--- config.mk ---
export PLATFORM = sky130hd
export DESIGN_NAME = asym_dpram
export DESIGN_NICKNAME = d
export VERILOG_FILES = /design/src/rtl/asym_dpram_pkg.sv /design/src/rtl/asym_dpram_lane.sv /design/src/rtl/asym_dpram_arb.sv /design/src/rtl/asym_dpram_oreg.sv /design/src/rtl/asym_dpram.sv
export SDC_FILE = /design/constraint.sdc
export NUM_CORES = 1
export LEC_CHECK = 0
export BUFFER_PORTS_ARGS = -buffer_cell sky130_fd_sc_hd__buf_2
export CAP_MARGIN = 20
export CORE_MARGIN = 3
export CORE_UTILIZATION = 45
export DETAILED_ROUTE_END_ITERATION = 10
export GPL_TIMING_DRIVEN = 0
export SLEW_MARGIN = 0
export SYNTH_ARGS = -nofsm -noshare
export SYNTH_HDL_FRONTEND = slang
export SYNTH_HIERARCHICAL = 1
export SYNTH_SLANG_ARGS = --single-unit
--- constraint.sdc ---
create_clock -name clk -period 9.55 [get_ports clk]
set_input_delay 1.4325 -clock clk [delete_from_list [all_inputs] [get_ports clk]]
set_output_delay 1.4325 -clock clk [all_outputs]
set_load 0.05 [all_outputs]
--- src/rtl/asym_dpram_pkg.sv ---
package asym_dpram_pkg;

    typedef enum logic [1:0] {
        WM_READ_FIRST  = 2'd0,
        WM_WRITE_FIRST = 2'd1,
        WM_NO_CHANGE   = 2'd2
    } wmode_e;

    typedef enum logic [1:0] {
        SRC_HOLD  = 2'd0,
        SRC_MEM   = 2'd1,
        SRC_WDATA = 2'd2
    } out_src_e;

    typedef struct packed {
        out_src_e src;
        logic     valid;
    } port_ctl_t;

    function automatic int idx_width(int n);
        return (n > 1) ? $clog2(n) : 1;
    endfunction

    function automatic bit ratio_legal(int r);
        return (r == 1) || (r == 2) || (r == 4) || (r == 8) || (r == 16) || (r == 32);
    endfunction

    function automatic port_ctl_t out_select(logic we, logic clash, wmode_e mode);
        port_ctl_t c;
        c.valid = !clash;
        if (clash) begin
            c.src = SRC_HOLD;
        end else if (!we) begin
            c.src = SRC_MEM;
        end else begin
            case (mode)
                WM_READ_FIRST:  c.src = SRC_MEM;
                WM_WRITE_FIRST: c.src = SRC_WDATA;
                default:        c.src = SRC_HOLD;
            endcase
        end
        return c;
    endfunction

endpackage

--- src/rtl/asym_dpram_lane.sv ---
module asym_dpram_lane #(
    parameter int A_WIDTH = 8,
    parameter int RATIO   = 4,
    parameter int LANE    = 0,
    parameter int B_DEPTH = 12,
    parameter int BW      = 4,
    parameter logic [A_WIDTH*B_DEPTH*RATIO-1:0] INIT_IMAGE = '0
) (
    input  logic               clk,
    input  logic               a_we,
    input  logic [BW-1:0]      a_row,
    input  logic [A_WIDTH-1:0] a_wdata,
    input  logic               b_we,
    input  logic [BW-1:0]      b_row,
    input  logic [A_WIDTH-1:0] b_wdata,
    output logic [A_WIDTH-1:0] a_q,
    output logic [A_WIDTH-1:0] b_q
);

    logic [A_WIDTH-1:0] cells [B_DEPTH];

    // Preload this lane's slice of the image: row r holds narrow word r*RATIO+LANE.
    initial begin
        for (int r = 0; r < B_DEPTH; r++) begin
            cells[r] = INIT_IMAGE[(r*RATIO + LANE)*A_WIDTH +: A_WIDTH];
        end
    end

    // Write enables arrive already qualified for range and collision.
    always_ff @(posedge clk) begin
        if (a_we) cells[a_row] <= a_wdata;
        if (b_we) cells[b_row] <= b_wdata;
    end

    // Read side is combinational; the port output register adds the latency.
    always_comb begin
        a_q = (int'(a_row) < B_DEPTH) ? cells[a_row] : '0;
        b_q = (int'(b_row) < B_DEPTH) ? cells[b_row] : '0;
    end

endmodule

--- src/rtl/asym_dpram_arb.sv ---
module asym_dpram_arb
    import asym_dpram_pkg::*;
#(
    parameter int     A_DEPTH = 48,
    parameter int     RATIO   = 4,
    parameter int     AW      = 6,
    parameter int     BW      = 4,
    parameter int     LW      = 2,
    parameter wmode_e WMODE   = WM_READ_FIRST
) (
    input  logic [AW-1:0] a_addr,
    input  logic          a_we,
    input  logic [BW-1:0] b_addr,
    input  logic          b_we,
    output logic [BW-1:0] a_row,
    output logic [LW-1:0] a_lane,
    output logic          a_wr,
    output logic          b_wr,
    output port_ctl_t     a_ctl,
    output port_ctl_t     b_ctl
);

    localparam int B_DEPTH = A_DEPTH / RATIO;

    logic a_in_range;
    logic b_in_range;
    logic clash;

    always_comb begin
        a_row      = BW'(int'(a_addr) / RATIO);
        a_lane     = LW'(int'(a_addr) % RATIO);
        a_in_range = int'(a_addr) < A_DEPTH;
        b_in_range = int'(b_addr) < B_DEPTH;
        // Full-width compare so a wide A address cannot alias onto a B row.
        clash      = a_we && b_we && ((int'(a_addr) / RATIO) == int'(b_addr));
        a_wr       = a_we && a_in_range && !clash;
        b_wr       = b_we && b_in_range && !clash;
        a_ctl      = out_select(a_we, clash, WMODE);
        b_ctl      = out_select(b_we, clash, WMODE);
    end

endmodule

--- src/rtl/asym_dpram_oreg.sv ---
module asym_dpram_oreg
    import asym_dpram_pkg::*;
#(
    parameter int W = 8
) (
    input  logic         clk,
    input  logic         rst,
    input  port_ctl_t    ctl,
    input  logic [W-1:0] mem_q,
    input  logic [W-1:0] wdata,
    output logic [W-1:0] dout,
    output logic         valid
);

    always_ff @(posedge clk) begin
        if (rst) begin
            dout  <= '0;
            valid <= 1'b0;
        end else begin
            valid <= ctl.valid;
            case (ctl.src)
                SRC_MEM:   dout <= mem_q;
                SRC_WDATA: dout <= wdata;
                default:   dout <= dout;
            endcase
        end
    end

endmodule

--- src/rtl/asym_dpram.sv ---
module asym_dpram
    import asym_dpram_pkg::*;
#(
    parameter int     A_WIDTH = 8,
    parameter int     A_DEPTH = 48,
    parameter int     RATIO   = 4,
    parameter wmode_e WMODE   = WM_READ_FIRST,
    parameter logic [A_DEPTH*A_WIDTH-1:0] INIT_IMAGE = '0,
    localparam int    B_DEPTH = A_DEPTH / RATIO,
    localparam int    B_WIDTH = A_WIDTH * RATIO,
    localparam int    AW      = idx_width(A_DEPTH),
    localparam int    BW      = idx_width(B_DEPTH)
) (
    input  logic               clk,
    input  logic               rst,
    input  logic [AW-1:0]      a_addr,
    input  logic [A_WIDTH-1:0] a_din,
    input  logic               a_we,
    output logic [A_WIDTH-1:0] a_dout,
    output logic               a_valid,
    input  logic [BW-1:0]      b_addr,
    input  logic [B_WIDTH-1:0] b_din,
    input  logic               b_we,
    output logic [B_WIDTH-1:0] b_dout,
    output logic               b_valid
);

    localparam int LW = idx_width(RATIO);

    if (!ratio_legal(RATIO)) begin : g_bad_ratio
        $error("asym_dpram: RATIO must be 1, 2, 4, 8, 16 or 32");
    end
    if ((A_DEPTH % RATIO) != 0) begin : g_bad_depth
        $error("asym_dpram: A_DEPTH must be a multiple of RATIO");
    end

    logic [BW-1:0]      a_row;
    logic [LW-1:0]      a_lane;
    logic               a_wr;
    logic               b_wr;
    port_ctl_t          a_ctl;
    port_ctl_t          b_ctl;
    logic [A_WIDTH-1:0] lane_a_q [RATIO];
    logic [A_WIDTH-1:0] lane_b_q [RATIO];
    logic [A_WIDTH-1:0] a_mem_q;
    logic [B_WIDTH-1:0] b_mem_q;

    asym_dpram_arb #(
        .A_DEPTH (A_DEPTH),
        .RATIO   (RATIO),
        .AW      (AW),
        .BW      (BW),
        .LW      (LW),
        .WMODE   (WMODE)
    ) u_arb (
        .a_addr (a_addr),
        .a_we   (a_we),
        .b_addr (b_addr),
        .b_we   (b_we),
        .a_row  (a_row),
        .a_lane (a_lane),
        .a_wr   (a_wr),
        .b_wr   (b_wr),
        .a_ctl  (a_ctl),
        .b_ctl  (b_ctl)
    );

    // One storage lane per narrow slice of a wide word; lane 0 is least significant.
    for (genvar l = 0; l < RATIO; l++) begin : g_lane
        logic lane_a_we;
        assign lane_a_we = a_wr && (a_lane == LW'(l));

        asym_dpram_lane #(
            .A_WIDTH    (A_WIDTH),
            .RATIO      (RATIO),
            .LANE       (l),
            .B_DEPTH    (B_DEPTH),
            .BW         (BW),
            .INIT_IMAGE (INIT_IMAGE)
        ) u_lane (
            .clk     (clk),
            .a_we    (lane_a_we),
            .a_row   (a_row),
            .a_wdata (a_din),
            .b_we    (b_wr),
            .b_row   (b_addr),
            .b_wdata (b_din[l*A_WIDTH +: A_WIDTH]),
            .a_q     (lane_a_q[l]),
            .b_q     (lane_b_q[l])
        );

        assign b_mem_q[l*A_WIDTH +: A_WIDTH] = lane_b_q[l];
    end

    always_comb begin
        a_mem_q = '0;
        for (int l = 0; l < RATIO; l++) begin
            if (a_lane == LW'(l)) a_mem_q = lane_a_q[l];
        end
    end

    asym_dpram_oreg #(.W(A_WIDTH)) u_oreg_a (
        .clk   (clk),
        .rst   (rst),
        .ctl   (a_ctl),
        .mem_q (a_mem_q),
        .wdata (a_din),
        .dout  (a_dout),
        .valid (a_valid)
    );

    asym_dpram_oreg #(.W(B_WIDTH)) u_oreg_b (
        .clk   (clk),
        .rst   (rst),
        .ctl   (b_ctl),
        .mem_q (b_mem_q),
        .wdata (b_din),
        .dout  (b_dout),
        .valid (b_valid)
    );

endmodule

==> results of run 1 <==
[flip-flops by register name (all words and copies together), names as in the netlist]
name                 cells
g_lane.u_lane/cells    384
u_oreg_b/dout           32
u_oreg_a/dout            8
u_oreg_a/valid           1
u_oreg_b/valid           1
[final timing paths]
kind | startpoint | endpoint | depth (start not counted)
worst max-delay path | b_addr[2] | g_lane[0].u_lane/cells[1][3] | 7
worst min-delay path | u_oreg_b/dout[5] | u_oreg_b/dout[5] | 2
worst max register to register | g_lane[3].u_lane/cells[9][2] | u_oreg_a/dout[2] | 6
worst min register to register | u_oreg_b/dout[5] | u_oreg_b/dout[5] | 2
[layout make-up]
class	instances	area, um^2
clock inverter	26	176.4
inverter	8	30.03
timing repair buffer	113	638.1
fill	4803	26920
tap	748	935.9
clock buffer	66	1383
buffer	181	968.4
sequential	426	12370
multi-input combinational	1090	12210
[per-layer routing]
metal  vias to the layer above  share of wire
li1                       7124              -
met1                      8677           0.43
met2                       762           0.47
met3                       136          0.080
met4                         0          0.029
met5                         -              0
[synth_stat cells (all sizes together), types with 8 or more instances]
| cell type | n |
|---|---|
| nand2b | 8 |
| nand2 | 155 |
| mux2 | 384 |
| and3 | 9 |
| a211oi | 40 |
| o21ai | 21 |
| edfxtp | 384 |
| nor2b | 76 |
| nor2 | 16 |
| o21bai | 24 |
| clkbuf | 86 |
| dfxtp | 42 |
| mux4 | 200 |
| nand3b | 8 |
| a22oi | 64 |
| mux2i | 40 |
| buf | 95 |
| inv | 8 |
| nor3b | 9 |
[worst max-delay path: stages]
cell and delay (ps):
buf_2 590, a222oi_1 370, a31oi_1 490, nor3b_1 580, or3b_2 540, o21ai_0 640, buf_4 280
[power groups by stage]
stage | Sequential (mW) | Clock [mW] | Combinational (mW)
final | 2.11 | 1.84 | 0.665
after global routing | 2.12 | 1.95 | 0.703
after global placement | 2.15 | 0 | 0.644
after floorplan | 2.20 | 0 | 0.391
after CTS | 2.11 | 1.87 | 0.659
after detailed placement | 2.15 | 0 | 0.656
[stage by stage]
step / cells / worst slack (ps) / hold slack [ps]
floorplan: 1705 / 5425 / 722.8
global placement: 2545 / 2859 / 497.6
detailed placement: 2564 / 4386 / 498.0
CTS: 2656 / 5003 / 510.0
global route: 2658 / 4829 / 544.0
finish: 2658 / 4911 / 511.2
[kinds of logic after synthesis]
| kind of cell | after synthesis |
|---|---|
| other cells | 1 |
| flops | 426 |
| xor+xnor | 1 |
| simple gates | 304 |
| mux | 624 |
| buf+inv | 189 |
| compound gates | 157 |
| fa+ha+maj | 2 |
==> reports/results.ini, run 1 <==
[worst_setup_path]
crit_path_start_kind = input port
r2r_setup_slack_ps = 7090
worst-path-max-fanout = 23
arrival_ps = 4950
critPathCaptureType = flop
worst_ep_required_time_ps = 9860
path_class = input port to flop

[power]
power_density_mw_per_mm2 = 161.0
pwr-share-clk = 0.399
intPower_mw = 3.424
pwr-share-seq = 0.457
leakage_nw = 9.808
swShare = 0.2592
power_frac_comb = 0.144
total_power_mw = 4.622
peakVddDrop_v = 0.0001226
p_switching_mw = 1.198

[sta]
fin_skew_ps = 17.24
slew_headroom = 0.2489
fmax_ghz = 0.2156
rsz0062_at_grt = no
post-route-period-util = 0.4857
drv_slew = 0
setup_viol = 0
worst_slew_pin_slew_ps = 1124
layout_min_cycle_time_ps = 4639
final_hold_viol_count = 0
setup_tns_ps = 0

[outcome]
status = finished clean

[placement]
io_buffers = 92
dp_hpwl_mm = 55.29
place_area_mm2 = 0.02714
finalWeightedCongestion = 0.9024

[logic_synthesis]
ys_top_cells_by_area = edfxtp_1 (45%), mux4_2 (17%), mux2_2 (15%)
syn_area_mm2 = 0.02556
ys_ff_latch = 426
yosysWarningCount = 6
syn_inst = 1704
postSynth.asyncResetShare = 0
synth_xor_area_frac = 0.0003427
synth_top_family_by_area = multiplexers
synth-main-ff-cell = edfxtp_1
synth_fa_ha_area_frac = 0.0009791
synth-edff-count = 384
synth_top_area_frac = 0.4512
avgSynthCellArea_um2 = 15.00
synthMuxAreaShare = 0.3661
yosysSeqAreaShare = 0.4841
synth.largest_area_cell = edfxtp_1
yosysUniqueCellTypes = 49
synth_compound_area_frac = 0.04504
synth_simple_gate_area_frac = 0.06428

[global_route]
met2_usage = 0.4219
use_met1 = 0.3817
grt_pass1_vias = 17220
grt_pass1_wl_mm = 116.0
grt_max_degree = 25
grt_busiest_layer = met2
grtUsageTotal = 0.2664
antenna_found_initial = 2
grt_use_met3 = 0.03849
grt_overflow = 0

[floorplanning]
die_h_um = 244.3
row_count = 86
fp.dieW_um = 244.3
io_pins = 96
coreArea_mm2 = 0.05563
die_area_mm2 = 0.05969
start_util = 0.4594

[final_layout]
nets = 1925
design_area_mm2 = 0.02871
final_cell_mix = edfxtp_1 (384), mux2_2 (348), mux4_2 (198), nand2_1 (151), buf_2 (138)
utilization = 0.5161
final_common_cell = edfxtp_1
antenna_cells = 0
area_delta_synth_final_pct = 12.33
drive_gt1_frac = 0.4660

[drt]
firstDrtPassIters = 5
ant_nets = 0
first_iter_violations = 1907
wl_mm = 79.42
wire_per_inst_um = 29.88
via_per_inst = 6.283
drcViolationCount = 0
num_vias = 16700

[clocking]
clk_path_buf_depth = 3
cts.sinks = 426
clockRootBuffer = clkbuf_16
cts_tree = built
postCtsSetupBuffers = 0
cts_buffers = 49
htree_levels = 2
cts_resized = 0
clkTransAtPathRegs_ps = 60
worstSkewPairLatency_ps = 600
ctsHoldBuffers = 0

[worst_hold_path]
worstHoldPathType = flop to flop

[run]
drv_cap = 0

No activity file was read; power rests on OpenSTA's default activity.
==> run 2: changes to the inputs <==
--- a/config.mk
+++ b/config.mk
@@ -5,6 +5,7 @@
 export SDC_FILE = /design/constraint.sdc
 export NUM_CORES = 1
 export LEC_CHECK = 0
+export ABC_AREA = 1
 export BUFFER_PORTS_ARGS = -buffer_cell sky130_fd_sc_hd__buf_2
 export CAP_MARGIN = 20
 export CORE_MARGIN = 3
==> constraint.sdc (replaced) <==
create_clock -name clk -period 4.57 [get_ports clk]
set_input_delay 0.6855 -clock clk [delete_from_list [all_inputs] [get_ports clk]]
set_output_delay 0.6855 -clock clk [all_outputs]
set_load 0.05 [all_outputs]
==> run 2 against run 1 <==
Clock-buffer cell count fell by 1. Critical path depth rose by 4. Combinational power increased by 150%. Area after synthesis is 5.0% higher. Hold slack worse by 160 ps. Synthesized cell count up 130%. Largest cell class unchanged. Highest routed layer unchanged.
==> reports/results.ini, run 2 <==
[outcome]
status = finished clean

[final_layout]
top_register = g_lane.u_lane/cells
reg_top3 = g_lane.u_lane/cells: 384 flops, u_oreg_b/dout: 32 flops, u_oreg_a/dout: 8 flops
utilization = 0.5155  ; -0.0006010
largest_reg_flops = 384  ; unchanged
nets = 4093  ; +110%
drive_gt1_frac = 0.09698  ; -0.3690
final_cells = 4839  ; +82%
design_area_mm2 = 0.03008  ; +4.8%
final_common_cell = nand2_1
final_cell_mix = nand2_1 (1932), o21ai_0 (473), edfxtp_1 (384), nor2_1 (222), inv_1 (214)
area_delta_synth_final_pct = 12.09

[logic_synthesis]
synth-main-ff-cell = edfxtp_1
synthMuxAreaShare = 0  ; -0.3661
syn_area_mm2 = 0.02684  ; +5.0%
synth_top_family_by_area = simple AND/OR/NAND/NOR gates
yosys-top-cells-count = nand2_1 (1932), o21ai_0 (473), edfxtp_1 (384)
synth_top_area_frac = 0.4297  ; -0.02150
yosysUniqueCellTypes = 31  ; -37%
yosysSeqAreaShare = 0.4610  ; -0.02306
synth-edff-count = 384  ; unchanged
yosysWarningCount = 6  ; unchanged
synth.largest_area_cell = edfxtp_1
postSynth.asyncResetShare = 0  ; unchanged
synth_compound_area_frac = 0.1124  ; +0.06737
ys_top_cells_by_area = edfxtp_1 (43%), nand2_1 (27%), o21ai_0 (8.8%)
syn_inst = 3850  ; +130%
post-synth-top-count-cell = nand2_1
synth_simple_gate_area_frac = 0.3466  ; +0.2823
synth_fa_ha_area_frac = 0.0009324  ; -0.00004665
ys_ff_latch = 426  ; unchanged
avgSynthCellArea_um2 = 6.971  ; -54%
synth_xor_area_frac = 0  ; -0.0003427

[sta]
post-route-period-util = 0.8819
setup_slack_ps = 539.6  ; -4372 ps
fin_hold_ws_ps = 346.3  ; -164.9 ps
fmax_ghz = 0.2481
final_hold_viol_count = 0  ; unchanged
layout_min_cycle_time_ps = 4030
fin_skew_ps = 27.90  ; +10.67 ps
slew_headroom = 0.1721  ; -0.07682
worst_slew_pin_slew_ps = 1242  ; +117.5 ps
setup_viol = 0  ; unchanged
rsz0062_at_grt = no
drv_slew = 0  ; unchanged

[floorplanning]
row_count = 88  ; +2.3%
coreArea_mm2 = 0.05836  ; +4.9%
fp.dieW_um = 250.2  ; +2.4%
start_util = 0.4599  ; about the same
die_area_mm2 = 0.06261  ; +4.9%
io_pins = 96  ; unchanged
die_h_um = 250.2  ; +2.4%

[global_route]
grt_pass1_wl_mm = 163.2  ; +41%
grtUsageTotal = 0.3494  ; +0.08299
grt_max_degree = 33  ; +32%
grt_pass1_vias = 25090  ; +46%
grt_overflow = 0  ; unchanged
antenna_found_initial = 0  ; -2

[worst_setup_path]
r2r_setup_slack_ps = 2800  ; -4290 ps
rr_startpoint = g_lane[2].u_lane/cells[8][4]
critPathCaptureType = flop
worst-path-max-fanout = 18  ; -22%
path_class = input port to flop
arrival_ps = 4340  ; -610 ps
crit_path_start_kind = input port
r2r_cells = 12  ; +6
worst_ep_required_time_ps = 4880  ; -4980 ps
rr_endpoint = u_oreg_a/dout[4]

[clocking]
worstSkewPairLatency_ps = 610  ; about the same
clockRootBuffer = clkbuf_16
htree_levels = 2  ; unchanged
cts.sinks = 426  ; unchanged
postCtsSetupBuffers = 0  ; unchanged
ctsHoldBuffers = 0  ; unchanged
clkTransAtPathRegs_ps = 60  ; about the same
clk_path_buf_depth = 3  ; unchanged
cts_resized = 0  ; unchanged
cts_buffers = 48  ; -2.0%
cts_tree = built

[worst_hold_path]
min_from = rst
worstHoldPathType = input port to flop
whs_endpoint = u_oreg_b/valid
hold-path-cell-count = 2  ; unchanged

[power]
leakage_nw = 14.13  ; +44%
power_density_mw_per_mm2 = 331.6  ; +110%
peakVddDrop_v = 0.0003101  ; +150%

[drt]
wl_mm = 112.9  ; +42%
num_vias = 27610  ; +65%
firstDrtPassIters = 6  ; +1
first_iter_violations = 3920  ; +110%
ant_nets = 0  ; unchanged
via_per_inst = 5.706  ; -9.2%
wire_per_inst_um = 23.32  ; -22%
drcViolationCount = 0  ; unchanged

[placement]
dp_hpwl_mm = 82.12  ; +49%
place_area_mm2 = 0.02838  ; +4.6%
io_buffers = 93  ; +1.1%
dp_slack_ps = 286.4  ; -4100 ps
dp.cells = 4725  ; +84%
finalWeightedCongestion = 1.036  ; +15%

[run]
drv_cap = 0  ; unchanged

-- run 2: layout make-up --
class / count / area, um^2
Inverter: 238 / 895.9
Multi-Input combinational cell: 2949 / 12350
Fill cell: 6068 / 28270
Timing Repair Buffer: 136 / 738.2
Buffer: 238 / 1222
Clock buffer: 65 / 1348
Clock inverter: 21 / 191.4
Tap cell: 765 / 957.2
Sequential cell: 426 / 12370
Antenna cell: 1 / 2.502
-- run 2: metrics by stage --
step                setup TNS (ps)  power [mW]
global route                     0       10.30
finish                           0       9.974
detailed placement               0       6.098
CTS                              0       9.950
floorplan                        0       5.483
global placement            -64100       6.089
-- run 2: worst max-delay path, cell delays in order --
cell	delay, ps
buf_2	520
nand2_1	130
nand3_1	120
nor2_2	60
a21oi_2	960
inv_1	320
nor3_4	330
nand2_1	290
clkbuf_2	290
o21ai_0	320
buf_4	280
-- run 2: cells by family (layout without fill, tap and decap cells) --
| kind of cell | count (synthesis) | after routing |
|---|---|---|
| buffers and inverters | 476 | 698 |
| other | 1 | 3 |
| adders and majority gates | 2 | 2 |
| DFF | 426 | 426 |
| AOI/OAI and AO/OA | 601 | 601 |
| and+or+nand+nor | 2344 | 2344 |
-- run 2: how the worst max path moves through the flow --
stage / from / to / slack, ps / cells past startpoint
final: b_addr[1] / g_lane[2].u_lane/cells[11][3] / 540 / 11
after global routing: b_addr[2] / g_lane[2].u_lane/cells[10][6] / 530 / 11
after CTS: b_addr[1] / g_lane[3].u_lane/cells[3][3] / 920 / 11
after detailed placement: b_addr[1] / g_lane[3].u_lane/cells[3][3] / 290 / 11
after global placement: b_addr[2] / g_lane[2].u_lane/cells[11][3] / -430 / 10
after floorplan: a_addr[3] / g_lane[0].u_lane/cells[11][0] / 1770 / 10
-- run 2: routing by layer --
layer / share of wire / track usage
met3: 0.11 / 0.07621
met5: 0 / 0
met2: 0.44 / 0.5356
met1: 0.42 / 0.4921
met4: 0.036 / 0.1154
-- run 2: power breakdown --
| group | total, mW | internal (mW) | switching, mW |
|---|---|---|---|
| clock network | 3.89 | 2.23 | 1.66 |
| logic | 1.64 | 0.412 | 1.22 |
| registers | 4.45 | 4.37 | 0.0756 |
| total | 9.97 | 7.01 | 2.96 |
